<file path="src/rtl/irq_ctl_pkg.sv">
package irq_ctl_pkg;
    typedef enum logic [1:0] {
        SEQ_IDLE = 2'd0,
        SEQ_WAIT = 2'd1,
        SEQ_RESP = 2'd2,
        SEQ_DEVF = 2'd3
    } seq_state_e;

    localparam int MODE_W = 2;
endpackage

</file>
<file path="src/rtl/irq_enable_ff.sv">
module irq_enable_ff (
    input  logic clk,
    input  logic rst_n,
    input  logic op_di,
    input  logic op_ei,
    input  logic op_ld_spec,
    input  logic op_retn,
    input  logic take_nmi,
    input  logic take_int,
    output logic iff1,
    output logic iff2,
    output logic parity_flag
);
    typedef struct packed {
        logic en1;
        logic en2;
        logic par;
    } en_state_t;

    en_state_t st_d, st_q;

    always_comb begin
        st_d = st_q;
        if (take_nmi) begin
            st_d.en1 = 1'b0;
        end else if (take_int) begin
            st_d.en1 = 1'b0;
            st_d.en2 = 1'b0;
        end else if (op_di) begin
            st_d.en1 = 1'b0;
            st_d.en2 = 1'b0;
        end else if (op_ei) begin
            st_d.en1 = 1'b1;
            st_d.en2 = 1'b1;
        end else if (op_retn) begin
            st_d.en1 = st_q.en2;
        end
        if (op_ld_spec) begin
            st_d.par = st_q.en2;
        end
    end

    always_ff @(posedge clk) begin
        if (!rst_n) begin
            st_q <= '0;
        end else begin
            st_q <= st_d;
        end
    end

    assign iff1        = st_q.en1;
    assign iff2        = st_q.en2;
    assign parity_flag = st_q.par;

    // non-maskable acceptance drops only the first flip-flop
    p_nmi_keeps_shadow_r4: assert property (@(posedge clk) disable iff (!rst_n)
        take_nmi |=> (!iff1 && iff2 == $past(iff2)));

    // maskable acceptance drops both flip-flops
    p_int_clears_both_r6: assert property (@(posedge clk) disable iff (!rst_n)
        take_int |=> (!iff1 && !iff2));

    // special load leaves flip-flops alone and mirrors the shadow
    p_ld_parity_r3: assert property (@(posedge clk) disable iff (!rst_n)
        (op_ld_spec && !take_nmi && !take_int && !op_di && !op_ei && !op_retn)
        |=> (parity_flag == $past(iff2) && $stable(iff1) && $stable(iff2)));

    // return copies shadow into the first flip-flop
    p_retn_restore_r4: assert property (@(posedge clk) disable iff (!rst_n)
        (op_retn && !take_nmi && !take_int && !op_di && !op_ei)
        |=> (iff1 == $past(iff2)));
endmodule

</file>
<file path="src/rtl/irq_nmi_latch.sv">
module irq_nmi_latch (
    input  logic clk,
    input  logic rst_n,
    input  logic nmi_req,
    input  logic take_nmi,
    output logic nmi_pend
);
    typedef struct packed {
        logic prev;
        logic pend;
    } nmi_state_t;

    nmi_state_t st_d, st_q;
    logic       rise;

    always_comb begin
        st_d      = st_q;
        rise      = nmi_req && !st_q.prev;
        st_d.prev = nmi_req;
        if (take_nmi) begin
            st_d.pend = 1'b0;
        end
        if (rise) begin
            st_d.pend = 1'b1;
        end
    end

    always_ff @(posedge clk) begin
        if (!rst_n) begin
            st_q <= '0;
        end else begin
            st_q <= st_d;
        end
    end

    assign nmi_pend = st_q.pend;

    // every rising edge leaves a pending request behind
    p_edge_latched_r5: assert property (@(posedge clk) disable iff (!rst_n)
        $rose(nmi_req) |=> nmi_pend);

    // a pending request holds until it is serviced
    p_pend_holds_r5: assert property (@(posedge clk) disable iff (!rst_n)
        (nmi_pend && !take_nmi) |=> nmi_pend);
endmodule

</file>
<file path="src/rtl/irq_resp_seq.sv">
module irq_resp_seq
    import irq_ctl_pkg::*;
#(
    parameter int          ACK_WAITS = 2,
    parameter int          DATA_W    = 8,
    parameter int          ADDR_W    = 16,
    parameter logic [15:0] NMI_VEC   = 16'h0066,
    parameter logic [15:0] INT_VEC   = 16'h0038
) (
    input  logic              clk,
    input  logic              rst_n,
    input  logic              take_nmi,
    input  logic              take_int,
    input  logic              insn_bound,
    input  logic              im_wr,
    input  logic [MODE_W-1:0] im_val,
    input  logic [DATA_W-1:0] ack_data,
    output logic              seq_idle,
    output logic [MODE_W-1:0] im_mode,
    output logic              ack_wait,
    output logic              resp_valid,
    output logic              resp_restart,
    output logic              resp_nmi,
    output logic [ADDR_W-1:0] resp_vector,
    output logic [DATA_W-1:0] resp_opcode,
    output logic              dev_fetch
);
    localparam int CNT_W = (ACK_WAITS > 1) ? $clog2(ACK_WAITS) : 1;
    localparam logic [CNT_W-1:0] CNT_LAST = CNT_W'(ACK_WAITS - 1);

    typedef struct packed {
        seq_state_e        st;
        logic [CNT_W-1:0]  cnt;
        logic [MODE_W-1:0] mode;
        logic              rst_kind;
        logic              nmi;
        logic [ADDR_W-1:0] vec;
        logic [DATA_W-1:0] opc;
    } seq_t;

    seq_t s_d, s_q;

    always_comb begin
        s_d = s_q;
        if (im_wr) begin
            s_d.mode = im_val;
        end
        unique case (s_q.st)
            SEQ_WAIT: begin
                if (s_q.cnt == CNT_LAST) begin
                    s_d.st  = SEQ_RESP;
                    s_d.opc = s_q.rst_kind ? '0 : ack_data;
                end else begin
                    s_d.cnt = s_q.cnt + 1'b1;
                end
            end
            SEQ_RESP: begin
                s_d.st = s_q.rst_kind ? SEQ_IDLE : SEQ_DEVF;
            end
            SEQ_DEVF: begin
                if (insn_bound) begin
                    s_d.st = SEQ_IDLE;
                end
            end
            default: ;
        endcase
        if (take_nmi) begin
            s_d.st       = SEQ_RESP;
            s_d.nmi      = 1'b1;
            s_d.rst_kind = 1'b1;
            s_d.vec      = ADDR_W'(NMI_VEC);
            s_d.opc      = '0;
        end else if (take_int) begin
            s_d.st       = SEQ_WAIT;
            s_d.cnt      = '0;
            s_d.nmi      = 1'b0;
            s_d.rst_kind = (s_q.mode != '0);
            s_d.vec      = (s_q.mode != '0) ? ADDR_W'(INT_VEC) : '0;
        end
    end

    always_ff @(posedge clk) begin
        if (!rst_n) begin
            s_q    <= '0;
            s_q.st <= SEQ_IDLE;
        end else begin
            s_q <= s_d;
        end
    end

    assign seq_idle     = (s_q.st == SEQ_IDLE) || (s_q.st == SEQ_DEVF);
    assign im_mode      = s_q.mode;
    assign ack_wait     = (s_q.st == SEQ_WAIT);
    assign resp_valid   = (s_q.st == SEQ_RESP);
    assign resp_restart = s_q.rst_kind;
    assign resp_nmi     = s_q.nmi;
    assign resp_vector  = s_q.vec;
    assign resp_opcode  = s_q.opc;
    assign dev_fetch    = ((s_q.st == SEQ_RESP) && !s_q.rst_kind) || (s_q.st == SEQ_DEVF);

    // acceptance opens the wait window on the next cycle
    p_wait_starts_r8: assert property (@(posedge clk) disable iff (!rst_n)
        take_int |=> ack_wait);

    // the wait window always ends in a response
    p_wait_ends_in_resp_r8: assert property (@(posedge clk) disable iff (!rst_n)
        $fell(ack_wait) |-> resp_valid);

    // a response lasts one cycle
    p_resp_single_r12: assert property (@(posedge clk) disable iff (!rst_n)
        resp_valid |=> !resp_valid);

    // a non-maskable response always restarts at its fixed address
    p_nmi_vector_r5: assert property (@(posedge clk) disable iff (!rst_n)
        (resp_valid && resp_nmi) |-> (resp_restart && resp_vector == ADDR_W'(NMI_VEC)));

    // mode holds unless written
    p_mode_hold_r11: assert property (@(posedge clk) disable iff (!rst_n)
        !im_wr |=> $stable(im_mode));
endmodule

</file>
<file path="src/rtl/cpu_irq_ctl.sv">
module cpu_irq_ctl
    import irq_ctl_pkg::*;
#(
    parameter int          ACK_WAITS = 2,
    parameter int          DATA_W    = 8,
    parameter int          ADDR_W    = 16,
    parameter logic [15:0] NMI_VEC   = 16'h0066,
    parameter logic [15:0] INT_VEC   = 16'h0038
) (
    input  logic              clk,
    input  logic              rst_n,
    input  logic              insn_bound,
    input  logic              op_di,
    input  logic              op_ei,
    input  logic              op_ld_spec,
    input  logic              op_retn,
    input  logic              im_wr,
    input  logic [1:0]        im_val,
    input  logic              nmi_req,
    input  logic              irq_req,
    input  logic [DATA_W-1:0] ack_data,
    output logic              iff1,
    output logic              iff2,
    output logic              parity_flag,
    output logic [1:0]        im_mode,
    output logic              ack_wait,
    output logic              resp_valid,
    output logic              resp_restart,
    output logic              resp_nmi,
    output logic [ADDR_W-1:0] resp_vector,
    output logic [DATA_W-1:0] resp_opcode,
    output logic              dev_fetch
);
    logic nmi_pend;
    logic seq_idle;
    logic take_nmi;
    logic take_int;

    // Acceptance decision: non-maskable first, maskable gated by iff1
    always_comb begin
        take_nmi = insn_bound && seq_idle && nmi_pend;
        take_int = insn_bound && seq_idle && !nmi_pend && irq_req && iff1;
    end

    irq_nmi_latch u_nmi (
        .clk      (clk),
        .rst_n    (rst_n),
        .nmi_req  (nmi_req),
        .take_nmi (take_nmi),
        .nmi_pend (nmi_pend)
    );

    irq_enable_ff u_en (
        .clk         (clk),
        .rst_n       (rst_n),
        .op_di       (op_di),
        .op_ei       (op_ei),
        .op_ld_spec  (op_ld_spec),
        .op_retn     (op_retn),
        .take_nmi    (take_nmi),
        .take_int    (take_int),
        .iff1        (iff1),
        .iff2        (iff2),
        .parity_flag (parity_flag)
    );

    irq_resp_seq #(
        .ACK_WAITS (ACK_WAITS),
        .DATA_W    (DATA_W),
        .ADDR_W    (ADDR_W),
        .NMI_VEC   (NMI_VEC),
        .INT_VEC   (INT_VEC)
    ) u_seq (
        .clk          (clk),
        .rst_n        (rst_n),
        .take_nmi     (take_nmi),
        .take_int     (take_int),
        .insn_bound   (insn_bound),
        .im_wr        (im_wr),
        .im_val       (im_val),
        .ack_data     (ack_data),
        .seq_idle     (seq_idle),
        .im_mode      (im_mode),
        .ack_wait     (ack_wait),
        .resp_valid   (resp_valid),
        .resp_restart (resp_restart),
        .resp_nmi     (resp_nmi),
        .resp_vector  (resp_vector),
        .resp_opcode  (resp_opcode),
        .dev_fetch    (dev_fetch)
    );

    // with a non-maskable edge pending, a boundary never opens a maskable wait
    p_nmi_first_r7: assert property (@(posedge clk) disable iff (!rst_n)
        (insn_bound && seq_idle && nmi_pend) |=> (!ack_wait && resp_valid && resp_nmi));

    // with iff1 low and nothing pending, a boundary never starts a response
    p_masked_r6: assert property (@(posedge clk) disable iff (!rst_n)
        (insn_bound && seq_idle && !nmi_pend && !iff1) |=> (!ack_wait && !resp_valid));
endmodule

</file>
<file path="config.mk">
export PLATFORM = sky130hd
export DESIGN_NAME = cpu_irq_ctl
export DESIGN_NICKNAME = d
export VERILOG_FILES = /design/src/rtl/irq_ctl_pkg.sv /design/src/rtl/irq_enable_ff.sv /design/src/rtl/irq_nmi_latch.sv /design/src/rtl/irq_resp_seq.sv /design/src/rtl/cpu_irq_ctl.sv
export SDC_FILE = /design/constraint.sdc
export NUM_CORES = 1
export LEC_CHECK = 0
export ABC_CLOCK_PERIOD_IN_PS = 2300
export BUFFER_PORTS_ARGS = -buffer_cell sky130_fd_sc_hd__buf_2
export CAP_MARGIN = 20
export CORE_AREA = 2 2 51 53
export DETAILED_ROUTE_END_ITERATION = 7
export DIE_AREA = 0 0 53 55
export GPL_TIMING_DRIVEN = 0
export PLACE_DENSITY_LB_ADDON = 0.2
export SKIP_LAST_GASP = 1
export SLEW_MARGIN = 20
export SYNTH_ARGS = -nofsm -noshare
export SYNTH_HDL_FRONTEND = slang
export SYNTH_SLANG_ARGS = --single-unit
</file>
<file path="constraint.sdc">
create_clock -name clk -period 2.3 [get_ports clk]
set_input_delay 0.23 -clock clk [delete_from_list [all_inputs] [get_ports clk]]
set_output_delay 0.23 -clock clk [all_outputs]
set_load 0.05 [all_outputs]
</file>
-- Yosys cells after proc, flatten, opt, wreduce, memory -nomap -nowiden
Index checks and enable logic that the tools add are counted.
- add/subtract/negate cells: 1
- equality and inequality tests: 7
- mux-type cells: 20
- reduce and logical (&&, ||, !) cells: 26
- bitwise gates (word level): 2
- operators by type and width (cell ; count):
    2-to-1 mux 18 bit ; 2
    2-to-1 mux 1 bit ; 10
    2-to-1 mux 2 bit ; 4
    2-to-1 mux 8 bit ; 1
    nonzero test 2 bit ; 4
    logical AND 1 bit ; 7
    2-to-1 mux 6 bit ; 1
    one-hot mux 2 bit (3 select lines) ; 1
    AND reduction 3 bit ; 2
    nonzero test 5 bit ; 1
    == test 2 bit (second input constant) ; 2
    != test 4 x 1 -> 1 bit (second input constant) ; 1
    != test 4 bit (second input constant) ; 1
    AND reduction 2 bit ; 2
    nonzero test 4 bit ; 1
    OR reduction 4 bit ; 1
    logical NOT 1 bit ; 3
    2-to-1 mux 3 bit ; 1
    != test 3 x 1 -> 1 bit (second input constant) ; 1
    != test 3 bit (second input constant) ; 1
    nonzero test 3 bit ; 1
    == test 2 x 1 -> 1 bit (second input constant) ; 1
    logical NOT 2 bit ; 1
    logical OR 1 bit ; 2
    3 further kinds ; 4
- register bits after elaboration: 36
- bits of input ports: 20
- output and inout bits: 34

-- Longest topological paths before layout
Gate-level depths: netlist of the first run.
- depth after elaboration: 8
- depth in mapped cells: 7
- depth with buffers taken out: 6

-- Modules after synthesis
From an unflattened synthesis of the first run, not the netlist that was laid out.
- cell total of the unflattened synthesis: 129
- area total of the unflattened synthesis: 1163.6 um^2
- by module, submodules not included (module ; sequential area each (um^2) ; instances ; cells each ; area each (um^2)):
    irq_resp_seq ; 320.3 ; 1 ; 109 ; 952.2
    irq_enable_ff ; 60.1 ; 1 ; 11 ; 123.9
    irq_nmi_latch ; 40.0 ; 1 ; 6 ; 70.1
    cpu_irq_ctl ; 0.0 ; 1 ; 3 ; 17.5

-- Least setup slack after synthesis of the first run
No wires, ideal clock.
- kind: register -> register
- start: register u_seq.s_q[29] (netlist name)
- end: register u_seq.s_q, in the netlist u_seq.resp_opcode[0]
- path buffers: 1
- setup time: 0.064 ns
- cell stages (with the launch flop): 7
- required time: 2.236 ns
- setup slack: 0.648 ns
- data arrival time: 1.588 ns
- path through: dfxtp_1 > ha_1 > nand2_2 > buf_2 > nor3b_1 > a21oi_1 > nor2_1
- RTL lines (item ; RTL line ; RTL):
    start, declared ; irq_resp_seq.sv:41 ; seq_t s_d, s_q;
    == test 2 x 1 -> 1 bit ; - ;
    net ack_wait ; cpu_irq_ctl.sv:26 ; output logic ack_wait,
    AND reduction 2 bit (no line) ; - ;
The timed path passes the listed nets, and every way through them passes these cells.
A chain may end at the register's enable or synchronous reset.

-- Worst setup path after layout of the first run
- start: register u_seq.s_q[29] (netlist name)
- end: output port dev_fetch
- longest elaborated chain between the ends: 3
- ends and longest elaborated chain (item ; RTL line ; RTL):
    == test 2 bit ; irq_resp_seq.sv:99 ; assign dev_fetch = ((s_q.st == SEQ_RESP) && !s_q.rst_kind) || (s_q.st == SEQ_DEVF);
    logical AND 1 bit ; irq_resp_seq.sv:99 ;
    logical OR 1 bit (*) ; irq_resp_seq.sv:99 ;
    end, declared ; cpu_irq_ctl.sv:32 ; output logic dev_fetch
Every way passes the cells marked *; elsewhere a longest branch is shown, timed or not.

==> results of run 1 <==
==> layer usage <==
metal | part of all wire | vias up | GRT usage
li1 | - | 506 | -
met1 | 0.39 | 435 | 0.176
met2 | 0.53 | 32 | 0.298
met3 | 0.065 | 5 | 0.0269
met4 | 0.017 | 0 | 0.0897
met5 | 0 | - | 0
==> cells in the final DEF (no fill, tap or decap), types with 2 or more instances in the layout <==
cell,n
buf_2,46
buf_4,26
dfxtp_1,21
a21oi_1,13
nor2_1,11
conb_1,10
nor3b_1,8
nor2b_1,7
mux2i_1,6
inv_1,4
nand2_1,3
ha_1,3
clkbuf_4,3
or2_2,2
nand2_2,2
o21ai_0,2
and3b_1,2
a21boi_1,2
o221ai_1,2
==> kinds of logic (layout without fill, tap and decap cells) <==
family / count (synthesis) / count (layout) / synth area share
and+or+nand+nor: 42 / 42 / 0.224
buffers and inverters: 34 / 81 / 0.204
AOI/OAI and AO/OA: 21 / 21 / 0.108
DFF: 21 / 21 / 0.374
muxes: 6 / 6 / 0.0535
adders and majority gates: 3 / 3 / 0.0334
other: 1 / 10 / 0.00334
==> state kept, by name, indices dropped and copies added (netlist names), 2 cells and up <==
name,cells
u_seq.resp_opcode,8
u_seq.im_mode,2
u_seq.resp_vector,3
u_seq.s_q,3
==> where the power goes <==
group          switching, mW  internal (mW)  total, mW  leakage, nW
Sequential            0.0280          0.393      0.421        0.171
Clock                  0.113         0.0650      0.178       0.0177
Combinational          0.315          0.158      0.473        0.571
==> critical path: cells and delay by family (launching register included) <==
| kind | cells | cell delay (ps) |
|---|---|---|
| simple gates | 2 | 430 |
| flops | 1 | 390 |
| buf+inv | 2 | 270 |
| fa+ha+maj | 1 | 210 |
==> layout make-up <==
class                           instances  area, um^2
Clock inverter                          1        5.00
Fill cell                             231         927
Buffer                                 30         214
Clock buffer                            3        22.5
Tap cell                               30        37.5
Timing Repair Buffer                   43         215
Sequential cell                        21         420
Multi-Input combinational cell         82         508
Inverter                                4        15.0
==> per-stage QoR <==
stage	instances	cell area, um^2	utilization
CTS	214	1440	0.608
finish	214	1440	0.608
global placement	210	1410	0.596
global route	214	1440	0.608
detailed placement	210	1410	0.596
floorplan	137	1160	-
==> worst max-delay path by stage <==
stage / from / end / slack (ps)
2_1_floorplan: u_seq.s_q[29]$_SDFFE_PP0P_ / u_seq.resp_opcode[0]$_SDFFE_PP0P_ / 650
3_3_place_gp: u_seq.s_q[29]$_SDFFE_PP0P_ / u_seq.resp_vector[5]$_SDFFE_PN0P_ / 760
3_5_place_dp: u_seq.s_q[29]$_SDFFE_PP0P_ / u_seq.resp_vector[5]$_SDFFE_PN0P_ / 730
4_1_cts: u_seq.s_q[29]$_SDFFE_PP0P_ / dev_fetch / 450
5_1_grt: u_seq.s_q[29]$_SDFFE_PP0P_ / dev_fetch / 370
6_report: u_seq.s_q[29]$_SDFFE_PP0P_ / dev_fetch / 460
==> results list, run 1 <==
* Outcome: finished clean
- The max-slew violation total from the final report was 0.
- Count of flip-flops with a built-in enable after synthesis: 0
* Synth Register Bits: 21
- Summing over every cut layer, the via total after detailed routing is 978.
- CP max stage delay: 390 ps
- Aggregate global-route resource usage: 0.161
* Worst-case hold path end point: u_en.iff1$_SDFFE_PP0P_
- Arrival time at the worst endpoint: 1610 ps
- Average detailed-routed wire length per instance: 10.2 um
- Along the worst path, the maximum fanout reaches 4.
- The die covers slightly below 3000 um^2.
- Port buffering added 43 buffers.
* Class of the tightest hold or removal check: in2reg
* Category of the worst setup path launch point: flip-flop
* Reg clk slew, reported paths: 120 ps
- Final hold viol count: 0
* Reg2Reg Capture Point: u_seq.resp_opcode[5]$_SDFFE_PP0P_
* Remaining routing DRC violations: 0
- The via count of the first global-routing pass came to 782.
- Shortest clock period the worst path allows after layout: 1840 ps
- Entering global routing, the biggest net connects 13 pins.
* Final Skew: 5.60 ps
- Clock buffers created by TritonCTS: 3
- Critical path, cell by cell: inv_1, ha_1, nor2b_1, or2_2, buf_2
- Depth of the worst register-to-register path: 6
* Data required, critical path: 2070 ps
- OpenSTA, run right after detailed placement, puts the worst setup slack at 731 ps.
- By count the netlist is led by buf_4, dfxtp_1, a21oi_1, nor2_1, nor3b_1.
- TritonCTS built the clock tree.
- Depth of the worst hold-timing path: 2
- After routing, the total negative slack on setup checks comes to 0 ps.
- Synth cell types: 28
- Ys flop type: dfxtp_1
* Vias per cell: around 4.6
* Power Density: between 700 and 800 nW/um^2
* Die H: 55 um
* Mapped Avg Cell Area: around 8.8 um^2
- Area contributors post-synth: dfxtp_1, buf_4, a21oi_1
- Based on the critical path, the design can be clocked at up to 543 MHz.
- Final cycle utilization of the critical path: 0.800
* Clock latency on the worst-skew pair: 310 ps
* Max Cap Viol: 0
* Leading cell type by number of instances after synthesis: buf_4
- P&R area growth vs syn: 28.0%
- Placed wire-length estimate after detailed placement: 1760 um
- Tightest hold margin: between 80 and 90 ps
* Share of post-route cells with drive strength above 1: 0.440
- Cell type with the highest aggregate area in the netlist: dfxtp_1
- Launch point of the worst reg-to-reg path: u_seq.s_q[29]$_SDFFE_PP0P_
- Setup violations remaining at the end of the flow were counted as 0.
- Power, Total: around 1.1 mW
* Worst IR Drop VDD: 0.480 mV
* Standard-cell row count: 18
- Top Ports: 54
- Setup repair after global routing left no endpoint under its margin.
- Area share of the largest cell type after synthesis: 0.374
- The cell sitting at the root of the clock tree is a clkbuf_4.
* Antenna Cells: 0
- In this run the number of H-tree levels came out at 1.
- Minimum setup slack in the final design: 460 ps
* Final GP Congestion: 0.728
- Share of flip-flops with an asynchronous set or reset after synthesis: 0
- STA classifies the critical path endpoint as an output pin.
* Overflow left after global routing: 0
- The number of antenna violations at the first check in global routing was 0.
* Global-route wire length before repair: 3370 um
- The clock net in this run drives a total of 21 sinks.
- Buffers inserted during post-CTS setup optimization: 0
* Netlist Area Pre-Place: 1120 um^2
* Number of buffers inserted for hold repair after clock tree synthesis: 0
- Detailed router's first-iteration violation count: 20
* Effective utilization at floorplan: 0.475
- Post-detailed-routing wire length: approximately 2200 um
- The startpoint identified for the worst hold timing path is op_di.
- Number of standard cells after synthesis: 128
- Yosys printed 0 warnings.
* Slowest-stage cell, CP: dfxtp_1
- Resized cells post-CTS: 0
- Iteration count of the initial detailed-routing pass: 4
* Chip Width: approximately 53 um
- The critical path is of the reg2out type.
- The floorplan step defined a core boundary enclosing approximately 2400 um^2.
* Leakage power of the design: roughly 0.76 nW
* Worst reg2reg setup slack: 720 ps
- The clock passes through at most 2 buffers.
* Number of nets in the finished design: 208
* Fraction of the yosys area taken by sequential cells: 0.374
- In this run the remaining antenna-violating nets after routing total 0.
(Power assumes the default switching activity.)
==> run 2: changes to the inputs <==
--- a/config.mk
+++ b/config.mk
@@ -5,12 +5,12 @@
 export SDC_FILE = /design/constraint.sdc
 export NUM_CORES = 1
 export LEC_CHECK = 0
-export ABC_CLOCK_PERIOD_IN_PS = 2300
+export ABC_CLOCK_PERIOD_IN_PS = 1900
 export BUFFER_PORTS_ARGS = -buffer_cell sky130_fd_sc_hd__buf_2
 export CAP_MARGIN = 20
-export CORE_AREA = 2 2 51 53
+export CORE_AREA = 2 2 53 55
 export DETAILED_ROUTE_END_ITERATION = 7
-export DIE_AREA = 0 0 53 55
+export DIE_AREA = 0 0 55 57
 export GPL_TIMING_DRIVEN = 0
 export PLACE_DENSITY_LB_ADDON = 0.2
 export SKIP_LAST_GASP = 1
==> constraint.sdc (replaced) <==
create_clock -name clk -period 1.9 [get_ports clk]
set_input_delay 0.19 -clock clk [delete_from_list [all_inputs] [get_ports clk]]
set_output_delay 0.19 -clock clk [all_outputs]
set_load 0.05 [all_outputs]
==> run 2 against run 1 <==
Against the previous run:
- routed wire length shrank 1.6%
- hold slack lost 18 ps
- clock power grew 15%
- highest routed layer unchanged
==> results list, run 2 (same netlist as run 1, synthesis figures left out) <==
* Die H: 57 um (+3.6%)
- Iteration count of the initial detailed-routing pass: 4 (unchanged)
- The multi-input gate area in the final layout came to 508 um^2 (unchanged).
* Category of the worst setup path launch point: flip-flop
- Final std cells w/o fill: 215 (+0.47%)
- The total wirelength of the detailed-routed design came to 2150 um (-1.6%).
* Final Skew: 1.05 ps (-4.56 ps)
- Setup repair after global routing missed its margin: no
- Number of buffers inserted for hold repair after clock tree synthesis: 0 (unchanged)
- Effective utilization at floorplan: 0.430 (-0.0455)
* TritonCTS clock tree: built
* Arrival time at the worst endpoint: 1600 ps (about the same)
- Detailed router's first-iteration violation count: 11 (-45%)
- Peak fanout along the critical path: 4 (unchanged)
- The H-tree depth reported by CTS is 1 (unchanged).
* Minimum setup slack in the final design: 109 ps (-351 ps)
* Placeable core region: 2620 um^2 (+11%)
- Pin count of the biggest net entering global routing: 13 (unchanged)
* Initial antenna violation count: 0 (unchanged)
- The net switching power of the design was 0.536 mW (+18%).
- The number of buffers added by the clock tree synthesis step is 3 (unchanged).
- The minimum setup slack after placement was 353 ps (-378 ps).
- Worst reg2reg setup slack: 330 ps (-390 ps)
* Proportion of power drawn by the clock network: 0.159 (-0.007)
* Fill cell count: 257 (+11%)
* Maximum clock frequency: 558 MHz
* Antenna Cells: 0 (unchanged)
- The number of nets at the end of the flow came to 208 (unchanged).
- The number of gates resized after CTS came to 0 (unchanged).
* Total via count after detailed routing: 976 (-0.20%)
- Worst IR Drop VDD: 0.620 mV (+29%)
* Final hold viol count: 0 (unchanged)
* Final cycle utilization of the critical path: 0.943
- Number of placed instances with taps included: 211 (+0.48%)
- Chip Width: 55 um (+3.8%)
- The cell internal power dissipation was 0.744 mW (+21%).
- Sinks on the clock net: 21 (unchanged)
* Most common cell after layout, fill and taps aside: buf_2
* Final TNS setup: 0 ps (unchanged)
- Number of global-route vias before repair: 814 (+4.1%)
- Class of the tightest hold or removal check: in2reg
- The setup violation total in the final timing report was 0 (unchanged).
- Part of the power in combinational logic: 0.443 (+0.002)
- The register clock-pin slew on the reported worst setup and hold paths came to 110 ps (about the same).
* Highest-count cells in the layout ignoring fill and taps: buf_2, buf_4, dfxtp_1, a21oi_1, nor2_1
- The buffers inserted during post-CTS setup optimization came to 0 (unchanged).
* M2 GR Usage: 0.248 (-0.0496)
- Aggregate global-route resource usage: 0.139 (-0.0219)
- The post-route cell area was 1440 um^2 (about the same).
- The overall overflow remaining after global route came to 0 (unchanged).
- The HPWL reported at the end of detailed placement is 1710 um (-2.9%).
- Met1 Resource Use GR: 0.154 (-0.0224)
- Standard-cell row count: 19 (+1)
- The register share of total power was 0.398 (+0.005).
- Start-to-end type of the worst setup path: reg2out
- Counting I/O delays and the setup requirement, the final critical path takes 1790 ps.
- Clock latency on the worst-skew pair: 290 ps (-20 ps)
* Antenna-violating nets left: 0 (unchanged)
- Largest register FFs: 8 (unchanged)
- The switching portion of total power is 0.419 (-0.00677).
* Leakage power of the design: 0.760 nW (unchanged)
- Placed inst area: 1410 um^2 (about the same)
- Walking the worst path, the cells encountered are inv_1, ha_1, nor2b_1, or2_2, buf_2.
- Average detailed-routed wire length per instance: 9.98 um (-2.1%)
- The flow ran to the end, and the final reports show no timing, DRC or antenna violations.
- The smallest hold slack is 63.2 ps (-18.1 ps).
- M3 GR Usage: 0.0497 (+0.0229)
- The die area was 3140 um^2 (+7.5%).
- Share of post-route cells with drive strength above 1: 0.440 (unchanged)
- The global-route wire length before repair was 3260 um (-3.3%).
- The worst stage delay on the critical path is 390 ps (about the same).
* Vias per cell: 4.54 (-0.67%)
- Slowest-stage cell, CP: dfxtp_1
* Remaining routing DRC violations: 0 (unchanged)
* Port buffer count: 43 (unchanged)
* Kind of capture point of the worst setup path: output pin
- The tree is rooted in a clkbuf_4.
* Data required, critical path: 1710 ps (-360 ps)
- The growth of design area from synthesis to finish was 28.1% (about the same).
* Power Density: 890 nW/um^2 (+19%)
- The total area of sequential cells is 420 um^2 (unchanged).
* Final number of max-transition violations: 0 (unchanged)
- Final GP Congestion: 0.738 (+1.5%)
- Buffers from clock root to sink, at most: 2 (unchanged)
- The number of top-level pins is 54 (unchanged).
- Max Cap Viol: 0 (unchanged)
- In this run the most used layer during global routing was met2.
-- run 2: cell counts in the layout (fill, tap and decap cells not counted) --
No cell type changed its count.
-- run 2: area by class of cell --
type / instances / share of cell area
inverters: 4 / 0.0104
repair buffers: 43 / 0.150
plain buffers: 30 / 0.149
multi-input cells: 82 / 0.353
well taps: 31 / 0.0270
clock inverters: 1 / 0.00348
flip-flops and latches: 21 / 0.292
clock buffers: 3 / 0.0157
-- run 2: power groups by stage --
stage          registers [mW]  clock network (mW)  logic (mW)
2_1_floorplan           0.543                   0       0.443
3_3_place_gp            0.518                   0       0.559
3_5_place_dp            0.519                   0       0.567
4_1_cts                 0.510               0.216       0.569
5_1_grt                 0.515               0.240       0.608
6_report                0.510               0.204       0.567
-- run 2: final timing paths --
| kind | from | endpoint | depth (start not counted) |
|---|---|---|---|
| setup / recovery | u_seq.s_q[29]$_SDFFE_PP0P_ | dev_fetch | 5 |
| hold / removal | op_di | u_en.iff1$_SDFFE_PP0P_ | 2 |
| setup reg to reg | u_seq.s_q[29]$_SDFFE_PP0P_ | u_seq.resp_vector[5]$_SDFFE_PN0P_ | 6 |
| hold reg to reg | u_seq.resp_opcode[6]$_SDFFE_PP0P_ | u_seq.resp_opcode[6]$_SDFFE_PP0P_ | 2 |
-- run 2: layer usage --
metal / up-vias / part of all wire
li1: 508 / -
met1: 431 / 0.39
met2: 35 / 0.52
met3: 2 / 0.090
met4: 0 / 0.0061
met5: - / 0
-- run 2: critical path: cells and delay by family, from the launching register on --
kind / cells / cell delay (ps)
buffers and inverters: 2 / 270
flip-flops: 1 / 390
adder cells (fa/ha/maj): 1 / 210
AND/OR/NAND/NOR: 2 / 430
-- run 2: through the flow --
stage / utilization / total power, mW
after CTS: 0.550 / 1.30
after global routing: 0.550 / 1.36
after detailed placement: 0.540 / 1.09
after global placement: 0.540 / 1.08
final: 0.550 / 1.28
after floorplan: - / 0.986
